[src/rtl/intVecPkg.sv]
package intVecPkg;

  typedef enum logic [1:0] {
    SRC_IRQ = 2'b00,
    SRC_NMI = 2'b01,
    SRC_RST = 2'b10,
    SRC_BRK = 2'b11
  } srcSel_t;

  typedef struct packed {
    logic    load;
    srcSel_t src;
  } vecCtrl_t;

  localparam int NUM_SRC = 4;

endpackage

[src/rtl/intVecCtrl.sv]
module intVecCtrl
  import intVecPkg::*;
#(
  parameter int OP_W = 8
) (
  input  logic            clk,
  input  logic            rstN,
  input  logic            resetReq,
  input  logic            nmiReq,
  input  logic            irqReq,
  input  logic            irqMask,
  input  logic [OP_W-1:0] instrReg,
  input  logic            vecStrobe,
  output vecCtrl_t        ctrl
);

  localparam logic [OP_W-1:0] BRK_OPCODE = '0;

  logic                 isBreak;
  logic                 nmiPair;
  logic                 irqLive;
  logic [NUM_SRC-1:0]   grant;

  assign isBreak = (instrReg == BRK_OPCODE);
  assign nmiPair = nmiReq & irqReq;
  assign irqLive = irqReq & ~irqMask;

  // grant[3]=reset, [2]=break, [1]=nmi pairing, [0]=maskable
  always_comb begin
    grant    = '0;
    grant[3] = resetReq;
    grant[2] = ~resetReq & isBreak;
    grant[1] = ~resetReq & ~isBreak & nmiPair;
    grant[0] = ~resetReq & ~isBreak & ~nmiPair & irqLive;
  end

  always_comb begin
    ctrl.load = vecStrobe & (|grant);
    unique casez (grant)
      4'b1???: ctrl.src = SRC_RST;
      4'b01??: ctrl.src = SRC_BRK;
      4'b001?: ctrl.src = SRC_NMI;
      default: ctrl.src = SRC_IRQ;
    endcase
  end

  AST_GRANT_ONEHOT: assert property (@(posedge clk) disable iff (!rstN)
    $onehot0(grant));

  AST_OPCODE_BREAK_ONLY: assert property (@(posedge clk) disable iff (!rstN)
    (ctrl.load && ctrl.src == SRC_BRK) |-> (instrReg == BRK_OPCODE));

endmodule

[src/rtl/intVecPath.sv]
module intVecPath
  import intVecPkg::*;
#(
  parameter int              ADDR_W   = 16,
  parameter int              OP_W     = 8,
  parameter logic [ADDR_W-1:0] NMI_VEC  = 16'hFFFA,
  parameter logic [ADDR_W-1:0] RST_VEC  = 16'hFFFC,
  parameter logic [ADDR_W-1:0] IRQ_VEC  = 16'hFFFE,
  parameter logic [ADDR_W-1:0] BRK_BASE = 16'hFFE0
) (
  input  logic              clk,
  input  logic              rstN,
  input  vecCtrl_t          ctrl,
  input  logic              sepBreakMode,
  input  logic              breakOffsetEn,
  input  logic [OP_W-1:0]   breakOperand,
  output logic [ADDR_W-1:0] vectorOut,
  output logic [1:0]        sourceCode
);

  localparam int PAD_W = ADDR_W - OP_W;

  logic [ADDR_W-1:0] offsetExt;
  logic [ADDR_W-1:0] breakVec;
  logic [ADDR_W-1:0] nextVec;
  logic [ADDR_W-1:0] vecQ;
  srcSel_t           srcQ;

  generate
    if (PAD_W > 0) begin : g_pad
      assign offsetExt = {{PAD_W{1'b0}}, breakOperand};
    end else begin : g_trunc
      assign offsetExt = breakOperand[ADDR_W-1:0];
    end
  endgenerate

  always_comb begin
    if (!sepBreakMode)      breakVec = IRQ_VEC;
    else if (breakOffsetEn) breakVec = BRK_BASE + offsetExt;
    else                    breakVec = BRK_BASE;
  end

  always_comb begin
    unique case (ctrl.src)
      SRC_RST: nextVec = RST_VEC;
      SRC_BRK: nextVec = breakVec;
      SRC_NMI: nextVec = NMI_VEC;
      default: nextVec = IRQ_VEC;
    endcase
  end

  always_ff @(posedge clk or negedge rstN) begin
    if (!rstN) begin
      vecQ <= IRQ_VEC;
      srcQ <= SRC_IRQ;
    end else if (ctrl.load) begin
      vecQ <= nextVec;
      srcQ <= ctrl.src;
    end
  end

  assign vectorOut  = vecQ;
  assign sourceCode = srcQ;

  AST_HOLD_NO_LOAD: assert property (@(posedge clk) disable iff (!rstN)
    !ctrl.load |=> ($stable(vecQ) && $stable(srcQ)));

  AST_SEP_NOOFS: assert property (@(posedge clk) disable iff (!rstN)
    (ctrl.load && ctrl.src == SRC_BRK && sepBreakMode && !breakOffsetEn)
      |=> (vecQ == BRK_BASE));

endmodule

[src/rtl/intVecSelect.sv]
module intVecSelect
  import intVecPkg::*;
#(
  parameter int              ADDR_W   = 16,
  parameter int              OP_W     = 8,
  parameter logic [ADDR_W-1:0] NMI_VEC  = 16'hFFFA,
  parameter logic [ADDR_W-1:0] RST_VEC  = 16'hFFFC,
  parameter logic [ADDR_W-1:0] IRQ_VEC  = 16'hFFFE,
  parameter logic [ADDR_W-1:0] BRK_BASE = 16'hFFE0
) (
  input  logic              clk,
  input  logic              rstN,
  input  logic              resetReq,
  input  logic              nmiReq,
  input  logic              irqReq,
  input  logic              irqMask,
  input  logic [OP_W-1:0]   instrReg,
  input  logic [OP_W-1:0]   breakOperand,
  input  logic              sepBreakMode,
  input  logic              breakOffsetEn,
  input  logic              vecStrobe,
  output logic [ADDR_W-1:0] vectorOut,
  output logic [1:0]        sourceCode
);

  vecCtrl_t ctrl;

  intVecCtrl #(.OP_W(OP_W)) u_ctrl (
    .clk       (clk),
    .rstN      (rstN),
    .resetReq  (resetReq),
    .nmiReq    (nmiReq),
    .irqReq    (irqReq),
    .irqMask   (irqMask),
    .instrReg  (instrReg),
    .vecStrobe (vecStrobe),
    .ctrl      (ctrl)
  );

  intVecPath #(
    .ADDR_W  (ADDR_W),
    .OP_W    (OP_W),
    .NMI_VEC (NMI_VEC),
    .RST_VEC (RST_VEC),
    .IRQ_VEC (IRQ_VEC),
    .BRK_BASE(BRK_BASE)
  ) u_path (
    .clk          (clk),
    .rstN         (rstN),
    .ctrl         (ctrl),
    .sepBreakMode (sepBreakMode),
    .breakOffsetEn(breakOffsetEn),
    .breakOperand (breakOperand),
    .vectorOut    (vectorOut),
    .sourceCode   (sourceCode)
  );

  AST_RESET_WINS: assert property (@(posedge clk) disable iff (!rstN)
    (vecStrobe && resetReq) |=> (vectorOut == RST_VEC && sourceCode == 2'b10));

  AST_BREAK_OVER_REQ: assert property (@(posedge clk) disable iff (!rstN)
    (vecStrobe && !resetReq && instrReg == '0) |=> (sourceCode == 2'b11));

  AST_SHARED_BREAK: assert property (@(posedge clk) disable iff (!rstN)
    (vecStrobe && !resetReq && instrReg == '0 && !sepBreakMode)
      |=> (vectorOut == IRQ_VEC));

  AST_NMI_PAIR: assert property (@(posedge clk) disable iff (!rstN)
    (vecStrobe && !resetReq && instrReg != '0 && nmiReq && irqReq)
      |=> (vectorOut == NMI_VEC && sourceCode == 2'b01));

  AST_MASKED_HOLD: assert property (@(posedge clk) disable iff (!rstN)
    (vecStrobe && irqMask && !resetReq && instrReg != '0 && !nmiReq)
      |=> ($stable(vectorOut) && $stable(sourceCode)));

endmodule

[config.mk]
export PLATFORM = sky130hd
export DESIGN_NAME = intVecSelect
export DESIGN_NICKNAME = d
export VERILOG_FILES = /design/src/rtl/intVecPkg.sv /design/src/rtl/intVecCtrl.sv /design/src/rtl/intVecPath.sv /design/src/rtl/intVecSelect.sv
export SDC_FILE = /design/constraint.sdc
export NUM_CORES = 1
export LEC_CHECK = 0
export ABC_AREA = 1
export BUFFER_PORTS_ARGS = -buffer_cell sky130_fd_sc_hd__buf_2
export CAP_MARGIN = 40
export CORE_MARGIN = 1
export CORE_UTILIZATION = 40
export DETAILED_ROUTE_END_ITERATION = 8
export GPL_TIMING_DRIVEN = 0
export HOLD_SLACK_MARGIN = 0.05
export PLACE_DENSITY = 0.83
export SETUP_SLACK_MARGIN = 0.2
export SYNTH_ARGS = -nofsm -noshare
export SYNTH_HDL_FRONTEND = slang
export SYNTH_SLANG_ARGS = --single-unit
export TNS_END_PERCENT = 10
[constraint.sdc]
create_clock -name clk -period 0.8 [get_ports clk]
set_input_delay 0.04 -clock clk [delete_from_list [all_inputs] [get_ports clk]]
set_output_delay 0.04 -clock clk [all_outputs]
set_load 0.005 [all_outputs]
* Yosys cells after proc, flatten, opt, wreduce, memory -nomap -nowiden
Cells that the tools add are included.
** Word-level totals
- Register bits :: 18
- Input bits :: 25
- Output and inout bits :: 18
** Cells by class
- $add $sub $neg :: 1
- Equality and inequality tests :: 5
- Mux-type cells :: 4
- Bitwise logic cells :: 12
- Reductions and logical operators :: 2
** Operators by type and width (count)
- 16-bit case mux with 3 select lines :: 1
- 16-bit two-way mux :: 2
- 6-bit by 9-bit adder with 10-bit output, first input constant :: 1
- 1-bit bitwise AND :: 8
- 8-bit zero test :: 1
- 2-bit case mux with 3 select lines :: 1
- 2-bit by 1-bit equality test with 1-bit output, second input constant :: 2
- 2-bit equality test, second input constant :: 2
- 1-bit NOT :: 4
- 4-bit OR reduction :: 1
- 3-bit by 1-bit equality test with 1-bit output, second input constant :: 1

* Depth between registers and ports, before layout
- Depth in word-level cells :: 8
- Mapped depth :: 9
- Depth with buffers taken out :: 9

* Cells and area by module
Synthesis repeated with hierarchy kept, for this count alone.
** Unflattened totals
- Cell total of the unflattened synthesis :: 98
- Area, all modules :: 734.5 um^2
** By module, submodules not included
- intVecPath :: instances 1, cells an instance 74, area an instance 640.6 um^2
- intVecCtrl :: instances 1, cells an instance 24, area an instance 93.8 um^2

* Worst setup path before layout
OpenSTA, ideal clock, no wires.
- Path kind :: input -> register
- Start :: input instrReg[0]
- End :: register u_path.srcQ[0], in the netlist u_path.sourceCode[0]
- Data arrival time :: 749 ps
- Required time :: 683 ps
- Path slack :: -66 ps
- Stages on the path :: 9
- Path buffers :: 1
- Cells stage by stage :: inv_1 -> nand2_1 -> nor2_2 -> nand2_4 -> nand3_4 -> nand2_4 -> buf_6 -> nand2_1 -> o21ai_2
** On the way
- Cells in the longest elaborated chain, start to end :: 7
- Elaborated cells on any way between the ends :: 12
- Those cells by class :: eq/ne: 2; mux: 1; bitwise: 7; reduce/logical: 2
** Ends and longest elaborated chain
- start: declaration :: RTL line intVecSelect.sv:17 : input logic [OP_W-1:0] instrReg,
- 8-bit zero test (*) :: RTL line intVecCtrl.sv:24 : assign isBreak = (instrReg == BRK_OPCODE);
- 1-bit NOT :: RTL line intVecCtrl.sv:33, intVecCtrl.sv:34
- 1-bit bitwise AND :: RTL line intVecCtrl.sv:33, intVecCtrl.sv:34
- 1-bit bitwise AND (2 in a row) :: RTL line intVecCtrl.sv:34 : grant[0] = ~resetReq & ~isBreak & ~nmiPair & irqLive;
- 4-bit OR reduction :: RTL line intVecCtrl.sv:38 : ctrl.load = vecStrobe & (|grant);
- 1-bit bitwise AND :: RTL line intVecCtrl.sv:38
- end signal: assignment :: RTL line intVecPath.sv:58 : srcQ <= ctrl.src;
- end: declaration :: RTL line intVecPath.sv:27 : srcSel_t srcQ;
Mark *: on every way between the ends. The rest lies on a longest branch, timed or not.
A chain may end at the register's enable or synchronous reset.

* Worst setup path in the final report
- Start :: register u_path.vecQ[14], in the netlist u_path.vectorOut[14]
- End :: output vectorOut[14]
** RTL lines
- start: declaration :: RTL line intVecPath.sv:26 : logic [ADDR_W-1:0] vecQ;
- start signal: assignment :: RTL line intVecPath.sv:57 : vecQ <= nextVec;
- end: declaration :: RTL line intVecSelect.sv:22 : output logic [ADDR_W-1:0] vectorOut,
No word-level cell between the ends.

==> flow_summary.yaml <==
route:
  drt-initial-drc-count: 31
  ant_nets: 0
  drc: 0
  vias_per_cell: 4.76
  vias: 876
  drt_wl_total_microns: 2080
  wire_per_inst_microns: 11.3
  firstDrtPassIters: 4
global_routing:
  gr-total-overflow: 0
  grt_max_degree: 13
  grt_use_total_pct: 21.1
  antenna_found_initial: 0
  grt_pass1_wl_microns: 3240
  grt_pass1_vias: 774
setup_path:
  critPathMaxFanout: 8
  startpoint_type: "flop"
  required_ps: 760
  rrSetupSlack_ps: -10
  critPathBufInv: 2
  cp.depth: 2
  r2r-end: "u_path.vectorOut[14]$_DFFE_PN1P_"
  critPathKind: "reg -> out"
  crit_family: "flip-flops"
  path_cells: "buf_4 -> buf_2"
  critPathMaxStageDelay_ps: 600
  slowest_stage: "dfstp_2"
  reg2reg_from: "u_path.vectorOut[14]$_DFFE_PN1P_"
  worst_setup_path_end_kind: "primary output"
  r2r_cells: 2
  worstPathArrival_ps: 1100
power:
  p_seq_share_pct: 44.6
  p_int_mw: 1.06
  power_frac_comb_pct: 21.6
  p_clk_share_pct: 33.8
  p_sw_uw: 406
  p_leak_nw: 0.616
  power_density_nw_per_um2: 1210
  switching_share_pct: 27.7
  peakVddDrop_v: 0.000966
yosys:
  syn_nets: 138
  synth_area_leader_cell: "dfstp_2"
  synthCells: 111
  synthFlopType: "dfstp_2"
  ys_top_cells_by_count: "nand2_1 (27), inv_1 (14), nor2_1 (13)"
  syn_area_sq_um: 823
  synth_edf_count: 0
  synthDistinctLibCells: 19
  synth_seq_area_share_pct: 37.8
  avgSynthCellArea_sq_um: 7.42
  async_reset_ff_share_pct: 100
  synth.area.top_cells: "dfstp_2 (29%), nand2_1 (12%), dfrtp_1 (9.1%)"
  yosys_warnings: 0
  yosysTopAreaCellShare_pct: 28.7
  ys_ff_latch: 12
  yosysMostFrequentCell: "nand2_1"
timing:
  holdWs_ps: 18.9
  final_max_slew_viol_count: 0
  tightest_slew_ps: 276
  max_freq_mhz: 880
  fin_skew_ps: 0
  post-route-period-util_pct: 142
  period_needed_ps: 1140
  slew_headroom_pct: 81.6
  fin_ws_ps: -337
  finalHoldViolations: 0
  setup_viol: 19
  rsz0062_at_grt: "true"
cts:
  clockRootBuffer: "clkbuf_4"
  cts_buffer_depth: 2
  cts.reportedPaths.clkPinSlew_ps: 90
  numCtsBuffers: 3
  cts_hold_buf: 1
  cts_tree: "done"
  cts.htree.levels: 1
  clkSinkCount: 12
  insertion_delay_ps: 280
floorplanning:
  ioPinCount: 43
  row_count: 16
  start_util_pct: 42.4
  dieHeight_microns: 47.4
  fp.coreArea_sq_um: 1940
  die_width_microns: 47.4
  die_area_sq_um: 2240
status:
  violations: "negative setup slack"
  status: "finished with violations"
min_path:
  min_path_cells: 4
  min_path_type: "in -> reg"
  min_to: "u_path.vectorOut[0]$_DFFE_PN0P_"
  min_from: "resetReq"
final_layout:
  nNetsFinal: 185
  drive_above_1_share_pct: 54.8
  stdcell_area_sq_um: 1210
  utilization_pct: 62.4
  syn_to_final_growth_pct: 47.3
  diodes: 0
placed_design:
  gp_congestion: 0.777
  placedInstanceArea_sq_um: 1090
  portBuffers: 41
  dp_hpwl_microns: 1510
flow_run:
  max_cap_violations: 0
-- placed cells by master, fill, tap and decap left out --
cell	n
nand2_4	3
nand2_2	3
nor2_1	11
clkbuf_4	3
nor3_1	1
buf_6	9
nand4_1	7
dlygate4sd3_1	1
ha_1	2
inv_1	10
nand2_1	23
buf_4	6
nand3_4	1
buf_2	33
inv_2	4
nand3_1	6
dfrtp_1	3
nor2_4	4
buf_8	1
o21ai_2	2
clkbuf_8	1
nor2_2	5
dfstp_2	9
inv_4	1
a21oi_1	7
clkbuf_2	1
-- per-stage QoR --
step	worst slack, ps	std cells	total power [mW]	TNS (ps)
global placement	-220	179	0.931	-2500
finish	-337	184	1.46	-3590
global route	-399	184	1.54	-4390
CTS	-352	184	1.47	-3770
detailed placement	-258	179	0.941	-2970
floorplan	-27.9	111	0.808	-122
-- state kept, by name (all words and copies together) (netlist names) --
signal and cells:
u_path.vectorOut 10, u_path.sourceCode 2
-- worst register-to-register path, delay by kind of cell, from the launching register on --
kind	cells	cell delay (ps)
flops	1	600
simple gates	1	100
compound gates	1	50
-- what timing repair did --
item                                   in CTS  in global routing
endpoints found under the hold margin      13                  1
setup endpoints to repair                  30                 30
buffers inserted                            0                  0
gates resized for setup                    11                  5
pin swaps                                  13                  8
-- cells by family after synthesis --
kind of cell             count (synthesis)  synth area share, %
AO/OA/AOI/OAI                            9                 6.38
buffers and inverters                   24                 14.7
adder cells (fa/ha/maj)                  2                 3.04
AND/OR/NAND/NOR                         64                 38.0
flip-flops                              12                 37.8
-- cell type report --
| cell class | count | area, sq um |
|---|---|---|
| buffer | 9 | 70.1 |
| clock buffer | 4 | 36.3 |
| fill | 176 | 729 |
| inverter | 15 | 58.8 |
| multi-input combinational | 75 | 430 |
| sequential | 12 | 312 |
| tap | 27 | 33.8 |
| timing repair buffer | 42 | 272 |
-- how the worst max path moves through the flow --
stage	from	end	slack (ps)
global placement	resetReq	u_path.vectorOut[6]$_DFFE_PN1P_	-220
detailed placement	resetReq	u_path.vectorOut[14]$_DFFE_PN1P_	-260
floorplan	instrReg[3]	u_path.sourceCode[0]$_DFFE_PN0P_	-30
CTS	u_path.vectorOut[14]$_DFFE_PN1P_	vectorOut[11]	-350
finish	u_path.vectorOut[14]$_DFFE_PN1P_	vectorOut[14]	-340
global route	u_path.vectorOut[14]$_DFFE_PN1P_	vectorOut[14]	-400
-- power groups by stage --
stage / Sequential, mW / Combinational (mW) / Clock [mW]
after floorplan: 0.664 / 0.144 / 0
after global placement: 0.661 / 0.271 / 0
after detailed placement: 0.661 / 0.280 / 0
final: 0.653 / 0.316 / 0.495
after CTS: 0.653 / 0.309 / 0.504
after global routing: 0.656 / 0.348 / 0.536
-- metal layers --
metal / routed length (microns) / part of all wire, % / vias up / global-route usage (%)
met5: 0 / 0 / - / 0
met4: 56 / 2.7 / 0 / 12.6
met3: 129 / 6.2 / 6 / 5.38
met2: 1010 / 49 / 37 / 35.1
met1: 875 / 42 / 396 / 24.2
li1: - / - / 437 / -
Power figures use the tool's default switching activity.
